===== src/rtl/corr_err_pkg.sv =====
package corr_err_pkg;
  localparam int STS_W  = 32;
  localparam int B_RX   = 0;
  localparam int B_TLP  = 6;
  localparam int B_DLLP = 7;
  localparam int B_ROLL = 8;
  localparam int B_TMO  = 12;
  localparam int B_ADV  = 13;
  localparam int B_INT  = 14;
  localparam int B_HLO  = 15;

  typedef logic [STS_W-1:0] sts_t;

  localparam sts_t IMPL_BITS = (sts_t'(1) << B_RX)   | (sts_t'(1) << B_TLP)  |
                               (sts_t'(1) << B_DLLP) | (sts_t'(1) << B_ROLL) |
                               (sts_t'(1) << B_TMO)  | (sts_t'(1) << B_ADV)  |
                               (sts_t'(1) << B_INT)  | (sts_t'(1) << B_HLO);
endpackage


===== src/rtl/corr_evt_fanout.sv =====
module corr_evt_fanout
  import corr_err_pkg::*;
#(
  parameter int NUM_FN = 4
) (
  input  logic              ev_rx_err,
  input  logic              ev_bad_tlp,
  input  logic              ev_bad_dllp,
  input  logic              ev_phy_flag,
  input  logic              ev_replay_roll,
  input  logic              ev_replay_tmo,
  input  logic              ev_int_corr,
  input  logic              client_corr_in,
  input  logic [NUM_FN-1:0] ev_advisory,
  input  logic [NUM_FN-1:0] ev_hdr_ovf,
  output sts_t [NUM_FN-1:0] hw_set
);
  sts_t link_set;

  // link-wide events form one vector shared by every function
  always_comb begin
    link_set         = '0;
    link_set[B_RX]   = ev_rx_err;
    link_set[B_TLP]  = ev_bad_tlp;
    link_set[B_DLLP] = ev_bad_dllp & ~ev_phy_flag;
    link_set[B_ROLL] = ev_replay_roll;
    link_set[B_TMO]  = ev_replay_tmo;
    link_set[B_INT]  = ev_int_corr | client_corr_in;
  end

  for (genvar f = 0; f < NUM_FN; f++) begin : g_fn
    always_comb begin
      hw_set[f]        = link_set;
      hw_set[f][B_ADV] = ev_advisory[f];
      hw_set[f][B_HLO] = ev_hdr_ovf[f];
    end
  end
endmodule


===== src/rtl/corr_sts_fn.sv =====
module corr_sts_fn
  import corr_err_pkg::*;
#(
  parameter int FN_ID = 0,
  parameter int FN_W  = 2
) (
  input  logic            clk,
  input  logic            rst,
  input  sts_t            hw_set,
  input  logic            cfg_we,
  input  logic [FN_W-1:0] cfg_fn,
  input  sts_t            cfg_wdata,
  input  logic            mgmt_we,
  input  logic [FN_W-1:0] mgmt_fn,
  input  sts_t            mgmt_wdata,
  input  logic            emul_en,
  input  sts_t            mask,
  output sts_t            sts,
  output logic            trig
);
  sts_t sts_q;
  sts_t wr_ones;
  sts_t set_v;
  sts_t clr_v;

  always_comb begin
    wr_ones = '0;
    if (cfg_we && cfg_fn == FN_W'(FN_ID))   wr_ones = wr_ones | cfg_wdata;
    if (mgmt_we && mgmt_fn == FN_W'(FN_ID)) wr_ones = wr_ones | mgmt_wdata;
    set_v = (hw_set | (emul_en ? wr_ones : '0)) & IMPL_BITS;
    clr_v = emul_en ? '0 : wr_ones;
    // only 0->1 transitions of unmasked bits ask for a message
    trig  = |(set_v & ~sts_q & ~mask);
  end

  always_ff @(posedge clk) begin
    if (rst) sts_q <= '0;
    else     sts_q <= set_v | (sts_q & ~clr_v);
  end

  assign sts = sts_q;
endmodule


===== src/rtl/corr_msg_req.sv =====
module corr_msg_req #(
  parameter int NUM_FN = 4
) (
  input  logic              clk,
  input  logic              rst,
  input  logic [NUM_FN-1:0] fn_trig,
  input  logic              msg_ack,
  output logic              msg_req
);
  always_ff @(posedge clk) begin
    if (rst) msg_req <= 1'b0;
    else     msg_req <= (|fn_trig) | (msg_req & ~msg_ack);
  end
endmodule


===== src/rtl/corr_err_report.sv =====
module corr_err_report
  import corr_err_pkg::*;
#(
  parameter int NUM_FN = 4,
  localparam int FN_W  = (NUM_FN > 1) ? $clog2(NUM_FN) : 1
) (
  input  logic                    clk,
  input  logic                    rst,
  input  logic                    ev_rx_err,
  input  logic                    ev_bad_tlp,
  input  logic                    ev_bad_dllp,
  input  logic                    ev_phy_flag,
  input  logic                    ev_replay_roll,
  input  logic                    ev_replay_tmo,
  input  logic                    ev_int_corr,
  input  logic                    client_corr_in,
  input  logic [NUM_FN-1:0]       ev_advisory,
  input  logic [NUM_FN-1:0]       ev_hdr_ovf,
  input  logic                    cfg_we,
  input  logic [FN_W-1:0]         cfg_fn,
  input  logic [31:0]             cfg_wdata,
  input  logic                    mgmt_we,
  input  logic [FN_W-1:0]         mgmt_fn,
  input  logic [31:0]             mgmt_wdata,
  input  logic [NUM_FN*32-1:0]    fn_mask,
  input  logic                    emul_en,
  output logic [NUM_FN*32-1:0]    fn_status,
  output logic                    msg_req,
  input  logic                    msg_ack
);
  sts_t [NUM_FN-1:0] hw_set;
  sts_t [NUM_FN-1:0] sts_arr;
  logic [NUM_FN-1:0] trig_vec;

  corr_evt_fanout #(.NUM_FN(NUM_FN)) u_fanout (
    .ev_rx_err     (ev_rx_err),
    .ev_bad_tlp    (ev_bad_tlp),
    .ev_bad_dllp   (ev_bad_dllp),
    .ev_phy_flag   (ev_phy_flag),
    .ev_replay_roll(ev_replay_roll),
    .ev_replay_tmo (ev_replay_tmo),
    .ev_int_corr   (ev_int_corr),
    .client_corr_in(client_corr_in),
    .ev_advisory   (ev_advisory),
    .ev_hdr_ovf    (ev_hdr_ovf),
    .hw_set        (hw_set)
  );

  for (genvar f = 0; f < NUM_FN; f++) begin : g_fn
    corr_sts_fn #(.FN_ID(f), .FN_W(FN_W)) u_sts (
      .clk       (clk),
      .rst       (rst),
      .hw_set    (hw_set[f]),
      .cfg_we    (cfg_we),
      .cfg_fn    (cfg_fn),
      .cfg_wdata (cfg_wdata),
      .mgmt_we   (mgmt_we),
      .mgmt_fn   (mgmt_fn),
      .mgmt_wdata(mgmt_wdata),
      .emul_en   (emul_en),
      .mask      (fn_mask[f*STS_W +: STS_W]),
      .sts       (sts_arr[f]),
      .trig      (trig_vec[f])
    );
    assign fn_status[f*STS_W +: STS_W] = sts_arr[f];
  end

  corr_msg_req #(.NUM_FN(NUM_FN)) u_req (
    .clk    (clk),
    .rst    (rst),
    .fn_trig(trig_vec),
    .msg_ack(msg_ack),
    .msg_req(msg_req)
  );
endmodule


===== config.mk =====
export PLATFORM = sky130hd
export DESIGN_NAME = corr_err_report
export DESIGN_NICKNAME = d
export VERILOG_FILES = /design/src/rtl/corr_err_pkg.sv /design/src/rtl/corr_evt_fanout.sv /design/src/rtl/corr_sts_fn.sv /design/src/rtl/corr_msg_req.sv /design/src/rtl/corr_err_report.sv
export SDC_FILE = /design/constraint.sdc
export NUM_CORES = 1
export LEC_CHECK = 0
export ABC_AREA = 1
export BUFFER_PORTS_ARGS = -buffer_cell sky130_fd_sc_hd__buf_2
export CELL_PAD_IN_SITES_DETAIL_PLACEMENT = 1
export CELL_PAD_IN_SITES_GLOBAL_PLACEMENT = 2
export CORE_ASPECT_RATIO = 0.75
export CORE_MARGIN = 2
export CORE_UTILIZATION = 24
export CTS_BUF_LIST = sky130_fd_sc_hd__clkbuf_8
export DETAILED_ROUTE_END_ITERATION = 8
export PLACE_DENSITY = 0.92
export SLEW_MARGIN = 20
export SYNTH_ARGS = -nofsm -noshare
export SYNTH_HDL_FRONTEND = slang
export SYNTH_SLANG_ARGS = --single-unit

===== constraint.sdc =====
create_clock -name clk -period 2.92 [get_ports clk]
set_input_delay 0.584 -clock clk [delete_from_list [all_inputs] [get_ports clk]]
set_output_delay 0.584 -clock clk [all_outputs]
set_load 0.01 [all_outputs]

==> impl_metrics.tcl, run 1 <==
set metrics [dict create \
    drt_wl_total_um 26300 \
    routabilityCongestion 0.831 \
    ys_ff_latch 129 \
    synth-seq-area-share_pct 41.4 \
    finalWorstSetupSlack_ps 971 \
    powerDensity_nw_per_um2 509 \
    viasPerCell 4.75 \
    area_growth_pct 32.3 \
    netlist_area_um2 6240 \
    status "complete, no violations" \
    p_sw_w 0.00126 \
    slew_headroom_pct 64.9 \
    antenna_cells 0 \
    fin_skew_ps 10.5 \
    internal_power_w 0.00295 \
    critPathTopFamily "simple AND/OR/NAND/NOR gates" \
    path_max_fanout 19 \
    routedWlPerCell_um 17.3 \
    critical_path_class "primary input to flop" \
    clk_latency_ps 450 \
    cts_resized 0 \
    clk_pin_slew_ps 90 \
    pwr-share-seq_pct 43.3 \
    timing.fmax_mhz 513 \
    vdd_drop_max_mv 0.269 \
    grt-ovfl-total 0 \
    cts_max_level 4 \
    crit_arrival_ps 2340 \
    ant_nets 0 \
    ioPinCount 347 \
    die_x_um 190 \
    finalCritPeriodShare_pct 66.7 \
    grt_max_degree 50 \
    dieArea_um2 27300 \
    critical_path.slowest_cell "buf_2" \
    cap_violations 0 \
    cts_hold_buf 0 \
    hpwl_um 18800 \
    final_max_slew_viol_count 0 \
    yosysUniqueCellTypes 26 \
    hold_class "primary input to flop" \
    core_area_um2 25800 \
    clockBufferDepth 2 \
    p_leak_nw 4.35 \
    whs_ps 322 \
    cp.buffers_inverters 2 \
    max_stage_delay_ps 370 \
    synth.net_count 1146 \
    share_comb_of_total_power_pct 14.4 \
    place_inst 1484 \
    yosysWarnings 0 \
    cts_setup_buffers 0 \
    route.detailed.drc 0 \
    netlist_instances 928 \
    clock-root-buffer "clkbuf_8" \
    final_cell_count_no_fill 1516 \
    start_util_pct 24.2 \
    p_total_w 0.00420 \
    die_height_um 144 \
    syn_avg_cell_area_um2 6.73 \
    hold_viol 0 \
    swShare_pct 29.9 \
    tightest_slew_ps 527 \
    cp.required_ps 3310 \
    drive_gt1_share_pct 26.9 \
    rows 51 \
    antenna_found_initial 1 \
    fin_nets 1377 \
    power.share.clock_pct 42.2 \
    io_buffers 250 \
    final.setup.tns_ps 0 \
    cts_tree "yes" \
    first_iter_violations 321 \
    cts_made_buffers 17 \
    start_kind "primary input" \
    track_usage_pct 18.9 \
    drt_pass1_iterations 4 \
    setup_viol 0 \
    grt_pass1_vias 7096 \
    pre_cts_ws_ps 534 \
    grt_pass1_wl_um 40200 \
    period_needed_ps 1950 \
    crit_chain "buf_2 > nand3_4 > inv_1 > nand2_1 > nand2_1 > a21oi_1 > nor2_1 > nor2_1 > nand2_1 > nor2_1 > a21oi_1" \
    crit_path_end_kind "flop" \
    clock-sinks 129 \
    fillCellCount 3328 \
    vias 7198 \
    rsz0062_at_grt "false" \
]
state kept, by name, indices dropped and copies added (netlist names):
signal / cells
u_req.msg_req: 1
g_fn.u_sts.sts: 128
worst register-to-register path, stage by stage, from the launching register on:
cell	delay (ps)
dfxtp_1	340
or2_2	310
nor2_1	100
nor2_1	50
nand2_1	170
nor2_1	80
a21oi_1	110
cell families (layout without fill, tap and decap cells):
kind of cell / Yosys count / in the layout / synth area share [%]
and+or+nand+nor: 362 / 362 / 24.5
buffers and inverters: 197 / 441 / 12.7
DFF: 129 / 129 / 41.4
AOI/OAI and AO/OA: 240 / 240 / 21.4
per-layer routing:
metal / up-vias / wire (µm) / global-route usage, %
met5: - / 13 / 0
met3: 21 / 1500 / 4.15
met4: 2 / 264 / 4.41
li1: 3502 / - / -
met2: 224 / 11600 / 28.7
met1: 3449 / 12900 / 27.2
worst paths after layout:
check,from,end,slack (ps),cells past startpoint
min,rst,u_req.msg_req,320,2
min reg2reg,g_fn[3].u_sts.sts[22],g_fn[3].u_sts.sts[22],440,2
max reg2reg,g_fn[3].u_sts.sts[6],u_req.msg_req,1710,6
max,mgmt_we,u_req.msg_req,970,11
cells in the mapped netlist:
| cell type | instances | share of area (%) |
|---|---|---|
| nand3_4 | 3 | 0.84 |
| nor2_4 | 1 | 0.18 |
| nand3_2 | 1 | 0.16 |
| nand2_4 | 1 | 0.18 |
| inv_2 | 3 | 0.18 |
| clkinv_1 | 1 | 0.060 |
| buf_1 | 6 | 0.36 |
| nor2_8 | 1 | 0.32 |
| o21ai_0 | 31 | 2.5 |
| buf_4 | 5 | 0.60 |
| nor3_1 | 1 | 0.080 |
| buf_6 | 3 | 0.54 |
| o22ai_1 | 96 | 9.6 |
| buf_2 | 10 | 0.80 |
| nor2_1 | 74 | 4.5 |
| nand3_1 | 17 | 1.4 |
| clkinv_2 | 1 | 0.080 |
| nand4_1 | 26 | 2.6 |
| o21ai_1 | 11 | 0.88 |
| clkbuf_1 | 30 | 1.8 |
| dfxtp_1 | 129 | 41 |
| a21oi_1 | 98 | 7.9 |
| or2_2 | 1 | 0.10 |
| o21ai_2 | 4 | 0.56 |
| nand2_1 | 236 | 14 |
| inv_1 | 138 | 8.3 |
placed cells by master (no fill, tap or decap):
cell | Yosys | layout
buf_12 | 0 | 2
clkinvlp_4 | 0 | 1
or2_2 | 1 | 1
nand2_4 | 1 | 1
nand3_2 | 1 | 1
inv_4 | 0 | 1
clkinv_4 | 0 | 2
bufinv_16 | 0 | 4
clkinv_2 | 1 | 3
nor2_1 | 74 | 74
nand3_1 | 17 | 17
nand4_1 | 26 | 26
clkbuf_8 | 0 | 17
buf_4 | 5 | 14
buf_2 | 10 | 250
nor2_8 | 1 | 1
nor3_1 | 1 | 1
nor2_4 | 1 | 1
a21oi_1 | 98 | 98
inv_8 | 0 | 2
inv_1 | 138 | 138
o22ai_1 | 96 | 96
inv_2 | 3 | 4
o21ai_0 | 31 | 31
inv_6 | 0 | 3
o21ai_1 | 11 | 11
o21ai_2 | 4 | 4
nand3_4 | 3 | 3
nand2_1 | 236 | 236
dfxtp_1 | 129 | 129
power by group through the flow:
stage	combinational (W)	clock (W)	sequential (W)
6_report	0.000607	0.00177	0.00182
5_1_grt	0.000675	0.00192	0.00183
4_1_cts	0.000607	0.00184	0.00182
3_5_place_dp	0.000604	0	0.00186
3_3_place_gp	0.000594	0	0.00186
2_1_floorplan	0.000330	0	0.00188
through the flow:
stage,utilization (%),cell area [µm²]
after floorplan,-,6240
after global placement,30.3,7810
after detailed placement,30.3,7810
after CTS,32.0,8260
after global routing,32.0,8260
final,32.0,8260
layout make-up:
type | count | area [µm²] | share of cell area [%]
clock buffer | 17 | 234 | 2.83
clock inverter | 15 | 208 | 2.52
inverter | 143 | 541 | 6.55
multi-input combinational | 602 | 2860 | 34.7
sequential | 129 | 2580 | 31.3
tap | 344 | 430 | 5.21
timing repair buffer | 266 | 1400 | 16.9
Note: power is estimated with default switching activity, not from simulation.
==> inputs of run 2 (changes only) <==
Settings changed: CORE_UTILIZATION 24 to 20, PLACE_DENSITY 0.92 to 0.82.
Clock period 2.92 ns to 1.61 ns, I/O delays scaled along.
==> run 2 against run 1 <==
  * Sequential power is 81% higher
  * Setup slack lost 830 ps
  * Clock skew up 6.0 ps
  * Flip-flop and latch count is the same
  * Clock power up 92%
  * Final area grew 7.7%
  * Die area is 19% higher
  * First-iteration DRC count up 20%
  * Register-to-register slack got worse by 1400 ps
  * Utilization decreased by 2.8 points
  * Count of clock-buffer cells in the layout unchanged
  * Critical path type unchanged
  * Largest power group is now clock
==> impl_metrics.tcl, run 2 (same netlist as run 1, synthesis figures left out) <==
set metrics [dict create \
    core_area_um2 30400 \
    powerDensity_nw_per_um2 894 \
    power.share.clock_pct 42.8 \
    rrSetupSlack_ps 350 \
    cts_made_buffers 17 \
    cts_max_level 4 \
    die_height_um 157 \
    period_needed_ps 1470 \
    start_util_pct 20.5 \
    dieArea_um2 32600 \
    area_growth_pct 42.4 \
    antenna_found_initial 2 \
    cp-startpoint "mgmt_fn[1]" \
    final_util_pct 29.2 \
    cts_setup_buffers 0 \
    pwr-share-seq_pct 41.6 \
    crit_arrival_ps 1800 \
    final_cell_count_no_fill 1632 \
    slew_headroom_pct 69.3 \
    vias 7254 \
    cp-endpoint "u_req.msg_req" \
    setup_viol 0 \
    cts_tree "yes" \
    crit_path_end_kind "flop" \
    start_kind "primary input" \
    clock-root-buffer "clkbuf_8" \
    p_leak_nw 4.70 \
    grt-ovfl-total 0 \
    swShare_pct 29.5 \
    cap_violations 0 \
    rsz0062_at_grt "false" \
    hpwl_um 20600 \
    io_buffers 250 \
    largest_register_ffs 128 \
    timing.fmax_mhz 681 \
    first_iter_violations 386 \
    cp.required_ps 1940 \
    hold_class "primary input to flop" \
    clk_pin_slew_ps 80 \
    reg2regPathDepth 6 \
    final_max_slew_viol_count 0 \
    routedWlPerCell_um 17.3 \
    cts_resized 0 \
    routabilityCongestion 0.838 \
    track_usage_pct 17.1 \
    drive_gt1_share_pct 30.5 \
    cts_hold_buf 0 \
    tightest_slew_ps 460 \
    share_comb_of_total_power_pct 15.6 \
    grt_pass1_vias 7407 \
    internal_power_w 0.00561 \
    critical_path_class "primary input to flop" \
    hold_viol 0 \
    vdd_drop_max_mv 0.477 \
    grt_pass1_wl_um 43000 \
    finalCritPeriodShare_pct 91.3 \
    ant_nets 0 \
    final_common_cell "buf_2" \
    fin_skew_ps 16.5 \
    clock-sinks 129 \
    drt_pass1_iterations 5 \
    whs_ps 83.6 \
    route.detailed.drc 0 \
    rr_endpoint "u_req.msg_req" \
    drt_wl_total_um 28300 \
    die_x_um 208 \
    fin_nets 1436 \
    p_sw_w 0.00234 \
    final.setup.tns_ps 0 \
    status "complete, no violations" \
    rr_startpoint "g_fn[3].u_sts.sts[6]" \
    path_max_fanout 7 \
    viasPerCell 4.44 \
    ioPinCount 347 \
    grt_max_degree 97 \
    rows 55 \
    place_inst 1598 \
    clockBufferDepth 2 \
    clk_latency_ps 450 \
    most-common-layout-cells "250 x buf_2, 236 x nand2_1, 138 x inv_1" \
]
[run 2: cell count changes in the layout (fill, tap and decap cells not counted), sizes merged]
cell      previous run  this run
diode                0         2
clkinvlp             1         0
clkinv               5         7
bufinv               4         5
buf                266       325
inv                148       146
[run 2: worst max-delay path: stages]
cell     delay, ps
buf_2          180
nand3_4        190
inv_1          120
nand2_1        130
nand2_1         70
a21oi_1        210
nor2_1          70
nor2_1         100
nand2_1        180
nor2_1         150
a21oi_1         60
[run 2: cell type report]
cell class | count | area, µm²
Tap cell | 399 | 499
Sequential cell | 129 | 2580
Clock buffer | 17 | 234
Clock inverter | 15 | 231
Inverter | 143 | 542
Fill cell | 3888 | 21500
Antenna cell | 2 | 5.00
Timing Repair Buffer | 325 | 1930
Multi-Input combinational cell | 602 | 2870
[run 2: worst min-delay path by stage]
stage,from,to,cells past startpoint
after floorplan,rst,u_req.msg_req,1
after global placement,g_fn[2].u_sts.sts[2],g_fn[2].u_sts.sts[2],2
after detailed placement,g_fn[1].u_sts.sts[29],g_fn[1].u_sts.sts[29],2
after CTS,rst,u_req.msg_req,2
after global routing,rst,u_req.msg_req,2
final,rst,u_req.msg_req,2
[run 2: routing by layer]
layer / share of wire, % / GRT usage [%] / vias up
met3: 5.1 / 3.67 / 21
met4: 1.1 / 4.36 / 0
met2: 44 / 26.2 / 187
met5: 0 / 0 / -
met1: 50 / 24.2 / 3425
li1: - / - / 3621
[run 2: metrics by stage]
step	power (W)	area (µm²)	worst slack (ps)
after detailed placement	0.00463	8420	-276
after CTS	0.00809	8880	182
after global routing	0.00837	8890	40.2
after global placement	0.00461	8420	-266
after floorplan	0.00400	6240	206
final	0.00795	8890	141
[run 2: power groups by stage]
stage,clock (W),combinational [W],sequential (W)
after floorplan,0,0.000598,0.00340
after global placement,0,0.00123,0.00338
after detailed placement,0,0.00125,0.00338
after CTS,0.00354,0.00125,0.00330
after global routing,0.00367,0.00138,0.00331
final,0.00340,0.00124,0.00330
==> inputs of run 3 (changes only) <==
Settings changed: REMOVE_ABC_BUFFERS set to 1.
Clock period 1.61 ns to 1.2 ns, I/O delays scaled along.
==> run 3 against run 2 <==
  * The run now ends with setup timing left
  * Sequential share of layout area is 2.3 points lower
  * Clock power up 21%
  * Flip-flop and latch count did not move
  * Largest cell class is now non-clock buffers
  * Highest routed layer unchanged
==> impl_metrics.tcl, run 3 (same netlist as run 1, synthesis figures left out) <==
set metrics [dict create \
    setup_viol 1 \
    largest_register_ffs 128 \
    grt_pass1_vias 7800 \
    hold_viol 0 \
    status "finished, violations left" \
    path_max_fanout 10 \
    route.detailed.drc 0 \
    clk_pin_slew_ps 100 \
    cp.buffers_inverters 3 \
    first_iter_violations 348 \
    cts_tree "yes" \
    critPathTopFamily "simple AND/OR/NAND/NOR gates" \
    clock-root-buffer "clkbuf_8" \
    finalWorstSetupSlack_ps -34.0 \
    critical_path_class "primary input to flop" \
    core_area_um2 30400 \
    final.setup.tns_ps -34.0 \
    powerDensity_nw_per_um2 1020 \
    crit_chain "buf_2 > buf_12 > inv_2 > nand4_1 > nand2_1 > nand2_1 > nand2_1 > nand2_1 > nand2_1 > nor2_1 > nand3_1 > nor2_2 > a21oi_1" \
    drt_wl_total_um 30300 \
    track_usage_pct 17.9 \
    start_util_pct 20.5 \
    whs_ps 117 \
    fin_nets 1479 \
    final_common_cell "nand2_1" \
    critical_path.slowest_cell "inv_2" \
    wl_met1_um 14700 \
    grt_max_degree 97 \
    clockBufferDepth 2 \
    p_total_w 0.0105 \
    die_x_um 208 \
    period_needed_ps 1230 \
    area_growth_pct 64.8 \
    top_layer "met4" \
    wl_met3_um 1460 \
    rows 55 \
    grt_pass1_wl_um 45300 \
    cp.required_ps 1580 \
    p_leak_nw 5.07 \
    crit_path_end_kind "flop" \
    rrSetupSlack_ps 40 \
    io_buffers 250 \
    violations "setup timing" \
    most-common-layout-cells "232 x nand2_1, 136 x inv_1, 130 x buf_6" \
    finalCritPeriodShare_pct 103 \
    clock-sinks 129 \
    dieArea_um2 32600 \
    vias 7657 \
    fin_skew_ps 14.7 \
    timing.fmax_mhz 810 \
    final_cell_count_no_fill 1675 \
    tightest_slew_ps 466 \
    slew_headroom_pct 69.0 \
    antenna_found_initial 4 \
    routedWlPerCell_um 18.1 \
    start_kind "primary input" \
    hpwl_um 21600 \
    cap_violations 0 \
    vdd_drop_max_mv 0.681 \
    ant_nets 0 \
    cts_made_buffers 17 \
    hold_class "primary input to flop" \
    drt_pass1_iterations 5 \
    drive_gt1_share_pct 44.1 \
    rsz0062_at_grt "true" \
    grt-ovfl-total 0 \
    die_height_um 157 \
    crit_arrival_ps 1610 \
    clk_latency_ps 440 \
    viasPerCell 4.57 \
    final_max_slew_viol_count 0 \
    place_inst 1614 \
    cts_max_level 4 \
    routabilityCongestion 0.884 \
    ioPinCount 347 \
    max_stage_delay_ps 170 \
    wl_met2_um 14000 \
    path_common_cell "nand2_1" \
]
run 3: routing by layer:
metal | vias up | global-route usage, %
li1 | 3697 | -
met1 | 3754 | 25.3
met2 | 191 | 28.0
met3 | 15 | 4.21
met4 | 0 | 3.04
met5 | - | 0
run 3: path summary, 6_finish.rpt:
check	startpoint	to	depth (start not counted)
setup / recovery	cfg_fn[1]	u_req.msg_req	13
hold / removal	ev_hdr_ovf[2]	g_fn[2].u_sts.sts[15]	5
setup reg to reg	g_fn[2].u_sts.sts[13]	u_req.msg_req	7
hold reg to reg	g_fn[1].u_sts.sts[29]	g_fn[1].u_sts.sts[29]	2
run 3: worst register-to-register path, delay by kind of cell, from the launching register on:
family          cells  cell delay [ps]
compound gates      1               80
simple gates        6              610
flops               1              360
run 3: power breakdown:
group	internal (W)	switching [W]	total (W)
combinational	0.000838	0.00110	0.00194
clock	0.00216	0.00197	0.00413
sequential	0.00438	0.0000867	0.00446
total	0.00738	0.00315	0.0105
run 3: repair_timing:
item                                    CTS  global route
cloned                                    0             2
hold buffers                              1             0
gates resized for setup                 222            87
endpoints found under the hold margin     1             0
buffers inserted                         14            18
endpoints found under the setup margin  123           131
pin swaps                                 0            10
run 3: metrics by stage:
step	setup WS, ps	area [µm²]	utilization, %
final	-34.0	10300	33.8
after detailed placement	-676	8550	28.1
after global placement	-699	8550	28.1
after floorplan	-1070	5980	-
after CTS	-72.6	9720	31.9
after global routing	-53.0	10300	33.8
run 3: layout make-up:
| type | count | area [µm²] |
|---|---|---|
| inverter | 143 | 547 |
| timing repair buffer | 367 | 3100 |
| antenna | 2 | 5.00 |
| multi-input combinational | 603 | 2950 |
| clock buffer | 19 | 262 |
| clock inverter | 13 | 160 |
| sequential | 129 | 2750 |
| tap | 399 | 499 |
| fill | 3779 | 20100 |
